`src/rtl/excp_pkg.sv`:
```
package excp_pkg;

  typedef enum logic [2:0] {
    EV_NONE  = 3'd0,
    EV_IRQ   = 3'd1,
    EV_FETCH = 3'd2,
    EV_TRAP  = 3'd3,
    EV_MODE  = 3'd4,
    EV_OPND  = 3'd5
  } ev_e;

  localparam logic MODE_SYS = 1'b0;
  localparam logic MODE_USR = 1'b1;

endpackage

```
`src/rtl/excp_addr_guard.sv`:
```
module excp_addr_guard #(
  parameter int AW          = 16,
  parameter int NOPND       = 4,
  parameter int RESV_LIMIT  = 100
) (
  input  logic                  mode_i,
  input  logic [AW-1:0]         pc_i,
  input  logic [NOPND-1:0]      opnd_vld_i,
  input  logic [NOPND*AW-1:0]   opnd_addr_i,
  output logic                  fetch_bad_o,
  output logic                  opnd_bad_o
);
  import excp_pkg::*;

  localparam logic [AW-1:0] LIM = AW'(RESV_LIMIT);

  logic [NOPND-1:0] slot_low;

  for (genvar k = 0; k < NOPND; k++) begin : g_slot
    assign slot_low[k] = opnd_vld_i[k] && (opnd_addr_i[k*AW +: AW] < LIM);
  end

  always_comb begin
    fetch_bad_o = (mode_i == MODE_USR) && (pc_i < LIM);
    opnd_bad_o  = (mode_i == MODE_USR) && (|slot_low);
  end

endmodule

```
`src/rtl/excp_event_arb.sv`:
```
module excp_event_arb (
  input  logic            irq_i,
  input  logic            fetch_bad_i,
  input  logic            is_trap_i,
  input  logic            mode_bad_i,
  input  logic            opnd_bad_i,
  output excp_pkg::ev_e   ev_o
);
  import excp_pkg::*;

  always_comb begin
    if (irq_i)            ev_o = EV_IRQ;
    else if (fetch_bad_i) ev_o = EV_FETCH;
    else if (is_trap_i)   ev_o = EV_TRAP;
    else if (mode_bad_i)  ev_o = EV_MODE;
    else if (opnd_bad_i)  ev_o = EV_OPND;
    else                  ev_o = EV_NONE;
  end

endmodule

```
`src/rtl/excp_ctx_regs.sv`:
```
module excp_ctx_regs #(
  parameter int AW          = 16,
  parameter int INSTR_BYTES = 4,
  parameter int VEC_MEM     = 60,
  parameter int VEC_MODE    = 64,
  parameter int VEC_TRAP    = 68,
  parameter int VEC_IRQ     = 72
) (
  input  logic            clk,
  input  logic            rst,
  input  logic            step_i,
  input  excp_pkg::ev_e   ev_i,
  input  logic            is_rte_i,
  input  logic            wr_mode_i,
  input  logic            wr_mode_val_i,
  output logic [AW-1:0]   pc_o,
  output logic [AW-1:0]   epc_o,
  output logic            mode_o,
  output logic            retire_o,
  output logic            irq_ack_o
);
  import excp_pkg::*;

  localparam logic [AW-1:0] PC_INC = AW'(INSTR_BYTES);

  logic [AW-1:0] entry;

  always_comb begin
    unique case (ev_i)
      EV_IRQ:           entry = AW'(VEC_IRQ);
      EV_TRAP:          entry = AW'(VEC_TRAP);
      EV_MODE:          entry = AW'(VEC_MODE);
      EV_FETCH, EV_OPND: entry = AW'(VEC_MEM);
      default:          entry = '0;
    endcase
  end

  always_ff @(posedge clk) begin
    if (rst) begin
      pc_o      <= '0;
      epc_o     <= '0;
      mode_o    <= MODE_SYS;
      retire_o  <= 1'b0;
      irq_ack_o <= 1'b0;
    end else begin
      retire_o  <= 1'b0;
      irq_ack_o <= 1'b0;
      if (step_i) begin
        if (ev_i == EV_NONE) begin
          retire_o <= 1'b1;
          if (is_rte_i) begin
            pc_o   <= epc_o;
            epc_o  <= pc_o;
            mode_o <= MODE_USR;
          end else begin
            if (wr_mode_i) mode_o <= wr_mode_val_i;
            pc_o <= pc_o + PC_INC;
          end
        end else begin
          epc_o     <= pc_o;
          pc_o      <= entry;
          mode_o    <= MODE_SYS;
          irq_ack_o <= (ev_i == EV_IRQ);
        end
      end
    end
  end

endmodule

```
`src/rtl/excp_sequencer.sv`:
```
module excp_sequencer #(
  parameter int AW          = 16,
  parameter int NOPND       = 4,
  parameter int RESV_LIMIT  = 100,
  parameter int INSTR_BYTES = 4,
  parameter int VEC_MEM     = 60,
  parameter int VEC_MODE    = 64,
  parameter int VEC_TRAP    = 68,
  parameter int VEC_IRQ     = 72
) (
  input  logic                 clk,
  input  logic                 rst,
  input  logic                 step_i,
  input  logic                 irq_i,
  input  logic                 is_trap_i,
  input  logic                 is_rte_i,
  input  logic                 wr_mode_i,
  input  logic                 wr_mode_val_i,
  input  logic [NOPND-1:0]     opnd_vld_i,
  input  logic [NOPND*AW-1:0]  opnd_addr_i,
  output logic [AW-1:0]        pc_o,
  output logic                 mode_o,
  output logic [AW-1:0]        epc_o,
  output logic                 retire_o,
  output logic                 irq_ack_o
);
  import excp_pkg::*;

  logic fetch_bad, opnd_bad, mode_bad;
  ev_e  ev;

  excp_addr_guard #(
    .AW(AW), .NOPND(NOPND), .RESV_LIMIT(RESV_LIMIT)
  ) u_guard (
    .mode_i      (mode_o),
    .pc_i        (pc_o),
    .opnd_vld_i  (opnd_vld_i),
    .opnd_addr_i (opnd_addr_i),
    .fetch_bad_o (fetch_bad),
    .opnd_bad_o  (opnd_bad)
  );

  assign mode_bad = wr_mode_i && (mode_o == MODE_USR);

  excp_event_arb u_arb (
    .irq_i       (irq_i),
    .fetch_bad_i (fetch_bad),
    .is_trap_i   (is_trap_i),
    .mode_bad_i  (mode_bad),
    .opnd_bad_i  (opnd_bad),
    .ev_o        (ev)
  );

  excp_ctx_regs #(
    .AW(AW), .INSTR_BYTES(INSTR_BYTES), .VEC_MEM(VEC_MEM),
    .VEC_MODE(VEC_MODE), .VEC_TRAP(VEC_TRAP), .VEC_IRQ(VEC_IRQ)
  ) u_ctx (
    .clk           (clk),
    .rst           (rst),
    .step_i        (step_i),
    .ev_i          (ev),
    .is_rte_i      (is_rte_i),
    .wr_mode_i     (wr_mode_i),
    .wr_mode_val_i (wr_mode_val_i),
    .pc_o          (pc_o),
    .epc_o         (epc_o),
    .mode_o        (mode_o),
    .retire_o      (retire_o),
    .irq_ack_o     (irq_ack_o)
  );

endmodule

```
`config.mk`:
```
export PLATFORM = sky130hd
export DESIGN_NAME = excp_sequencer
export DESIGN_NICKNAME = d
export VERILOG_FILES = /design/src/rtl/excp_pkg.sv /design/src/rtl/excp_addr_guard.sv /design/src/rtl/excp_event_arb.sv /design/src/rtl/excp_ctx_regs.sv /design/src/rtl/excp_sequencer.sv
export SDC_FILE = /design/constraint.sdc
export NUM_CORES = 1
export LEC_CHECK = 0
export CAP_MARGIN = 30
export CELL_PAD_IN_SITES_DETAIL_PLACEMENT = 0
export CELL_PAD_IN_SITES_GLOBAL_PLACEMENT = 1
export CORE_MARGIN = 8
export CORE_UTILIZATION = 27
export CTS_BUF_LIST = sky130_fd_sc_hd__clkbuf_8
export DETAILED_ROUTE_END_ITERATION = 12
export GPL_TIMING_DRIVEN = 1
export PLACE_DENSITY = 0.9
export SLEW_MARGIN = 20
export SYNTH_ARGS = -nofsm -noshare
export SYNTH_HDL_FRONTEND = slang
export SYNTH_SLANG_ARGS = --single-unit
```
`constraint.sdc`:
```
create_clock -name clk -period 2.3 [get_ports clk]
set_input_delay 0.46 -clock clk [delete_from_list [all_inputs] [get_ports clk]]
set_output_delay 0.46 -clock clk [all_outputs]
set_load 0.005 [all_outputs]
```
# After elaboration in Yosys (flattened, before gate mapping)
# Cells that the tools add are included.
# word_totals
ff_bits	35
input_bits	76
output_inout_bits	35
word_cells	47
# op_classes
n_addsub	1
n_lt_le_gt_ge	5
n_eq_ne	7
mux	14
bitwise_logic	1
n_reduce_logical	14
# ops
cell	count
$lt A16 B7 Y1 const B	5
$mux W16	4
$pmux W7 S4	1
$add A16 B3 Y16 const B	1
$mux W3	5
$logic_and A1 B1 Y1	7
$eq A3 B2 Y1 const B	2
$eq A3 B3 Y1 const B	2
$mux W1	4
$reduce_and A2 Y1	2
$reduce_or A2 Y1	2
$reduce_or A4 Y1	1
$eq A3 B1 Y1 const B	1
$logic_not A3 Y1	1
$ne A3 B3 Y1 const B	1
$reduce_or A3 Y1	1
$ne A2 B2 Y1 const B	1
$not A1 Y1	1

# Logic depth before layout (Yosys ltp)
# Gate-level depths: netlist (run 1).
# logic_depth
depth_word	13
depth_mapped	10
depth_no_buf	8

# Modules after synthesis
# A second synthesis (run 1) with hierarchy kept.
# hier_totals
hier_cells	253
area_unflattened_um2	2001.9
# modules_own_cells
mod	instances	cells_per_inst	area_each_um2
excp_ctx_regs	1	218	1762.9
excp_addr_guard	1	27	195.2
excp_event_arb	1	7	37.5
excp_sequencer	1	1	6.3

# Worst setup path after synthesis (run 1)
# OpenSTA, ideal clock, no wires.
# synth_path
path_type	flip-flop to flip-flop
from	register u_ctx.pc_o[2]
to	register u_ctx.epc_o[10]
arrival_time_ns	1.816
required_time_ns	2.172
setup_slack_ns	0.356
stages_incl_launch_ff	11
synth_period_minus_slack_ns	1.944
cell_sequence	dfxtp_1 -> inv_1 -> ha_1 -> nor2b_1 -> o21ai_2 -> o21ai_1 -> o311ai_2 -> buf_6 -> buf_12 -> mux2i_1 -> nor2_1
# synth_via
elab_chain_cells	7
word_cells_on_any_way	8
cone_classes	order compare: 1; eq/ne: 1; mux: 3; reduce/logical: 3
# synth_lines
item	line_no	source
start: declaration	excp_ctx_regs.sv:16	output logic [AW-1:0] pc_o,
start signal: assignment	excp_ctx_regs.sv:52	pc_o <= epc_o;
start signal: assignment	excp_ctx_regs.sv:57	pc_o <= pc_o + PC_INC;
start signal: assignment	excp_ctx_regs.sv:61	pc_o <= entry;
$lt A16 B7 Y1 (*)	excp_addr_guard.sv:24	fetch_bad_o = (mode_i == MODE_USR) && (pc_i < LIM);
$logic_and A1 B1 Y1 (*)	excp_addr_guard.sv:24	
$mux W3 (*)	excp_event_arb.sv:13	else if (fetch_bad_i) ev_o = EV_FETCH;
$mux W3 (*)	excp_event_arb.sv:12	if (irq_i) ev_o = EV_IRQ;
$logic_not A3 Y1 (*)	excp_ctx_regs.sv:49	if (ev_i == EV_NONE) begin
$ne A2 B2 Y1 (no line)	n/a	
$reduce_and A2 Y1 (no line)	n/a	
end signal: assignment	excp_ctx_regs.sv:53	epc_o <= pc_o;
end signal: assignment	excp_ctx_regs.sv:60	epc_o <= pc_o;
end: declaration	excp_ctx_regs.sv:17	output logic [AW-1:0] epc_o,
# Mark *: on every way between the ends. The rest lies on a longest branch, timed or not.
# A chain may end at the register's enable or synchronous reset.

# Worst setup path in the final report (run 1)
# layout_path
from	input port opnd_vld_i[2]
to	register u_ctx.epc_o[7]
# layout_via
elab_chain_cells	11
word_cells_on_any_way	12
cone_classes	eq/ne: 1; mux: 6; reduce/logical: 5
# layout_lines
item	line_no	source
start: declaration	excp_sequencer.sv:19	input logic [NOPND-1:0] opnd_vld_i,
$logic_and A1 B1 Y1 (*)	excp_addr_guard.sv:20	assign slot_low[k] = opnd_vld_i[k] && (opnd_addr_i[k*AW +: AW] < LIM);
$reduce_or A4 Y1 (*)	excp_addr_guard.sv:25	opnd_bad_o = (mode_i == MODE_USR) && (|slot_low);
$logic_and A1 B1 Y1 (*)	excp_addr_guard.sv:25	
$mux W3 (*)	excp_event_arb.sv:16	else if (opnd_bad_i) ev_o = EV_OPND;
$mux W3 (*)	excp_event_arb.sv:15	else if (mode_bad_i) ev_o = EV_MODE;
$mux W3 (*)	excp_event_arb.sv:14	else if (is_trap_i) ev_o = EV_TRAP;
$mux W3 (*)	excp_event_arb.sv:13	
$mux W3 (*)	excp_event_arb.sv:12	
$logic_not A3 Y1 (*)	excp_ctx_regs.sv:49	
$ne A2 B2 Y1 (no line)	n/a	
$reduce_and A2 Y1 (no line)	n/a	
# Marked as above.

==> results of run 1 <==
[cells in the final DEF (no fill, tap or decap), types with 6 or more instances in the layout]
cell,count
clkdlybuf4s50_1,78
dfxtp_1,35
nor2_1,30
dlymetal6s2s_1,24
mux2i_1,16
nand2_1,15
buf_4,14
inv_1,11
o22ai_1,9
nand4_1,8
o21ai_0,8
a21oi_1,7
nor4_1,6
nor3_1,6
clkbuf_8,6
[cells in the mapped netlist, types with 2 or more instances]
cell type and instances:
dfxtp_1 35, nor2_1 30, mux2i_1 16, nand2_1 15, inv_1 11, o22ai_1 9
nand4_1 8, o21ai_0 8, a21oi_1 7, clkbuf_1 7, nor3_1 6, nor4_1 6
nor4b_1 5, a31oi_1 4, nand2b_1 4, o211ai_1 4, buf_2 3, o311ai_0 3
a22oi_1 2, a311oi_1 2, a32oi_1 2, and4_1 2, ha_1 2, nand3_1 2
nand3b_1 2, o21ai_1 2, o31ai_1 2, xnor2_1 2
[worst max-delay path by stage]
stage | slack, ps | start | cells past startpoint | end
after floorplan | 360 | u_ctx.pc_o[2] | 10 | u_ctx.epc_o[10]
after global placement | -130 | opnd_addr_i[54] | 9 | u_ctx.epc_o[9]
after detailed placement | -160 | opnd_addr_i[52] | 9 | u_ctx.epc_o[10]
after CTS | 140 | opnd_addr_i[52] | 9 | u_ctx.epc_o[3]
after global routing | -10 | opnd_vld_i[0] | 9 | u_ctx.epc_o[11]
final | 160 | opnd_vld_i[2] | 9 | u_ctx.epc_o[7]
[power breakdown]
part           internal (mW)  switching (mW)
Clock                  0.351           0.225
Combinational          0.183           0.116
Sequential             0.619          0.0166
Total                   1.15           0.358
[sequential cells by signal, indices dropped and copies added (netlist names)]
name             count
u_ctx.pc_o          16
u_ctx.retire_o       1
u_ctx.irq_ack_o      1
u_ctx.epc_o         16
u_ctx.mode_o         1
[timing repair]
item                                    in CTS  in global routing
resized for setup                            0                 34
setup buffers                                0                  0
endpoints found under the setup margin       0                 15
[critical path, cell delays in order]
cell and delay (ps):
clkdlybuf4s50_1 390, nor4b_1 140, nand4_1 100, nand4_1 220, buf_4 220, o311ai_4 310, buf_6 210, mux2i_1 200
nor2_1 50
[per-stage QoR]
step / setup TNS (ps) / instance area, sq um / hold slack, ps / power (mW) / std cells
after floorplan: 0 / 1930 / 478 / 0.762 / 229
after global placement: -3040 / 3130 / 474 / 0.942 / 433
after detailed placement: -3630 / 3130 / 491 / 0.945 / 433
after CTS: 0 / 3250 / 502 / 1.52 / 441
after global routing: -10.0 / 3350 / 515 / 1.58 / 441
final: 0 / 3350 / 497 / 1.51 / 441
[layer usage]
| metal | global-route usage | share of wire | vias up |
|---|---|---|---|
| met3 | 0.0311 | 0.059 | 15 |
| li1 | - | - | 1085 |
| met2 | 0.242 | 0.52 | 67 |
| met1 | 0.146 | 0.40 | 1052 |
| met5 | 0 | 0 | - |
| met4 | 0.0453 | 0.021 | 0 |
[layout make-up]
cell class,instances,area share
inverter,12,0.0135
sequential,35,0.209
multi-input combinational,169,0.344
clock inverter,2,0.0105
tap,99,0.0370
clock buffer,6,0.0247
timing repair buffer,118,0.361
[logic make-up after synthesis]
| logic type | share of synthesized area |
|---|---|
| and+or+nand+nor | 0.249 |
| AOI/OAI and AO/OA | 0.209 |
| DFF | 0.362 |
| buffers and inverters | 0.0647 |
| muxes | 0.0886 |
| xor gates and xnor gates | 0.0136 |
| adders and majority gates | 0.0129 |
==> flow_summary.toml, run 1 <==
[cts]
cts.sinks = 35
clk_latency_ps = 290
cts_buffers = 5
cts.clk_slew.worst_paths_ps = 70
cts-root-buf = "clkbuf_8"
tritoncts = "done"
clock_path_buffers = 2
clock_tree.htree_level_count = 2
cts_hold_buf = 0

[layout]
n_antenna_cell = 0
synthToLayoutAreaGrowth_pct = 73.1
multiInputGateArea_sq_um = 1150
fill_cells = 701
layout-drive-gt1-share = 0.102
register_area_sq_um = 701
final_nets = 419
utilization = 0.472

[flow_run]
cap_violations = 0

[sta]
setup_slack_ps = 162
finalHoldViolations = 0
slew_viol_final = 0
setup_viol = 0
relSlewSlack = 0.657
period_minus_slack_ps = 2140
worst_pin_slew_ps = 512
fin_crit_sh = 0.930
skew_ps = 10.1
max_freq_mhz = 468

[global_routing]
antenna_found_initial = 0
grt.overflow.total = 0
grt_pass1_vias = 2199
grt_max_degree = 24
grt_usage = 0.133
grt_pass1_wl_mm = 10.8

[synth]
yosysTopAreaCell = "dfxtp_1"
synthFlopType = "dfxtp_1"
synth.top_cell.area_share = 0.362
async_reset_ff_frac = 0
synthCells = 229
synth-seq-cells = 35
ys_seq_area_frac = 0.362
synthesis.area_sq_um = 1930
synthTopCellsByArea = "dfxtp_1, mux2i_1, nor2_1"
synthesis.nets = 307
syn_avg_cell_area_sq_um = 8.45
ys_warn_count = 0
yosys.cell_types.count = 56
synth-edff-count = 0

[worst_setup_path]
criticalPathCategory = "in -> reg"
endpoint_kind = "register"
rrSetupSlack_ps = 210
arrival_ps = 2310
reg2reg_from = "u_ctx.pc_o[2]"
r2r_cells = 9
cp_max_fo = 8
critPathLaunchType = "input port"
rr_endpoint = "u_ctx.pc_o[9]"
critPathRequiredTime_ps = 2470

[floorplanning]
die_h_microns = 101
start_util = 0.273
dieArea_sq_um = 10100
core_sq_um = 7100
dieWidth_microns = 101
rows = 31
io_pins = 111

[route]
vias = 2219
dr.first_iter.drc_count = 187
firstDrtPassIters = 4
detail_route.wl_per_cell_microns = 15.8
drc = 0
routed_wirelength_mm = 6.95
ant_nets = 0
via_per_inst = 5.03

[worst_hold_path]
whs_endpoint = "u_ctx.pc_o[0]"
hold_class = "reg -> reg"
worst_hold_startpoint = "u_ctx.epc_o[0]"
min_path_cells = 2

[place]
io_buffer_count = 102
gp_congestion = 0.911
dp_hpwl_mm = 5.46
pre_cts_ws_ps = -160

[power]
p_per_area_nw_per_um2 = 451
power_leakage_nw = 1.41
worst_ir_drop_vdd_uv = 190

[run_status]
status = "complete, no violations"
(Power assumes the default switching activity.)
==> run 2: changes to the inputs <==
SKIP_CTS_REPAIR_TIMING = 1   (was default)
SLEW_MARGIN = default   (was 20)
==> results of run 2 <==
Same layout as run 1: the final DEF is identical, and so are final timing and power.
==> run 3: changes to the inputs <==
--- a/config.mk
+++ b/config.mk
@@ -13,2 +13,3 @@
 export CTS_BUF_LIST = sky130_fd_sc_hd__clkbuf_8
+export CTS_CLUSTER_SIZE = 40
 export DETAILED_ROUTE_END_ITERATION = 12
--- a/constraint.sdc
+++ b/constraint.sdc
@@ -3,2 +3,2 @@
 set_output_delay 0.46 -clock clk [all_outputs]
-set_load 0.005 [all_outputs]
+set_load 0.01 [all_outputs]
==> results of run 3 <==
Same layout as run 1 (identical final DEF). Status: complete, no violations.
Among the figures that moved: total power 1.51 mW -> 1.52 mW
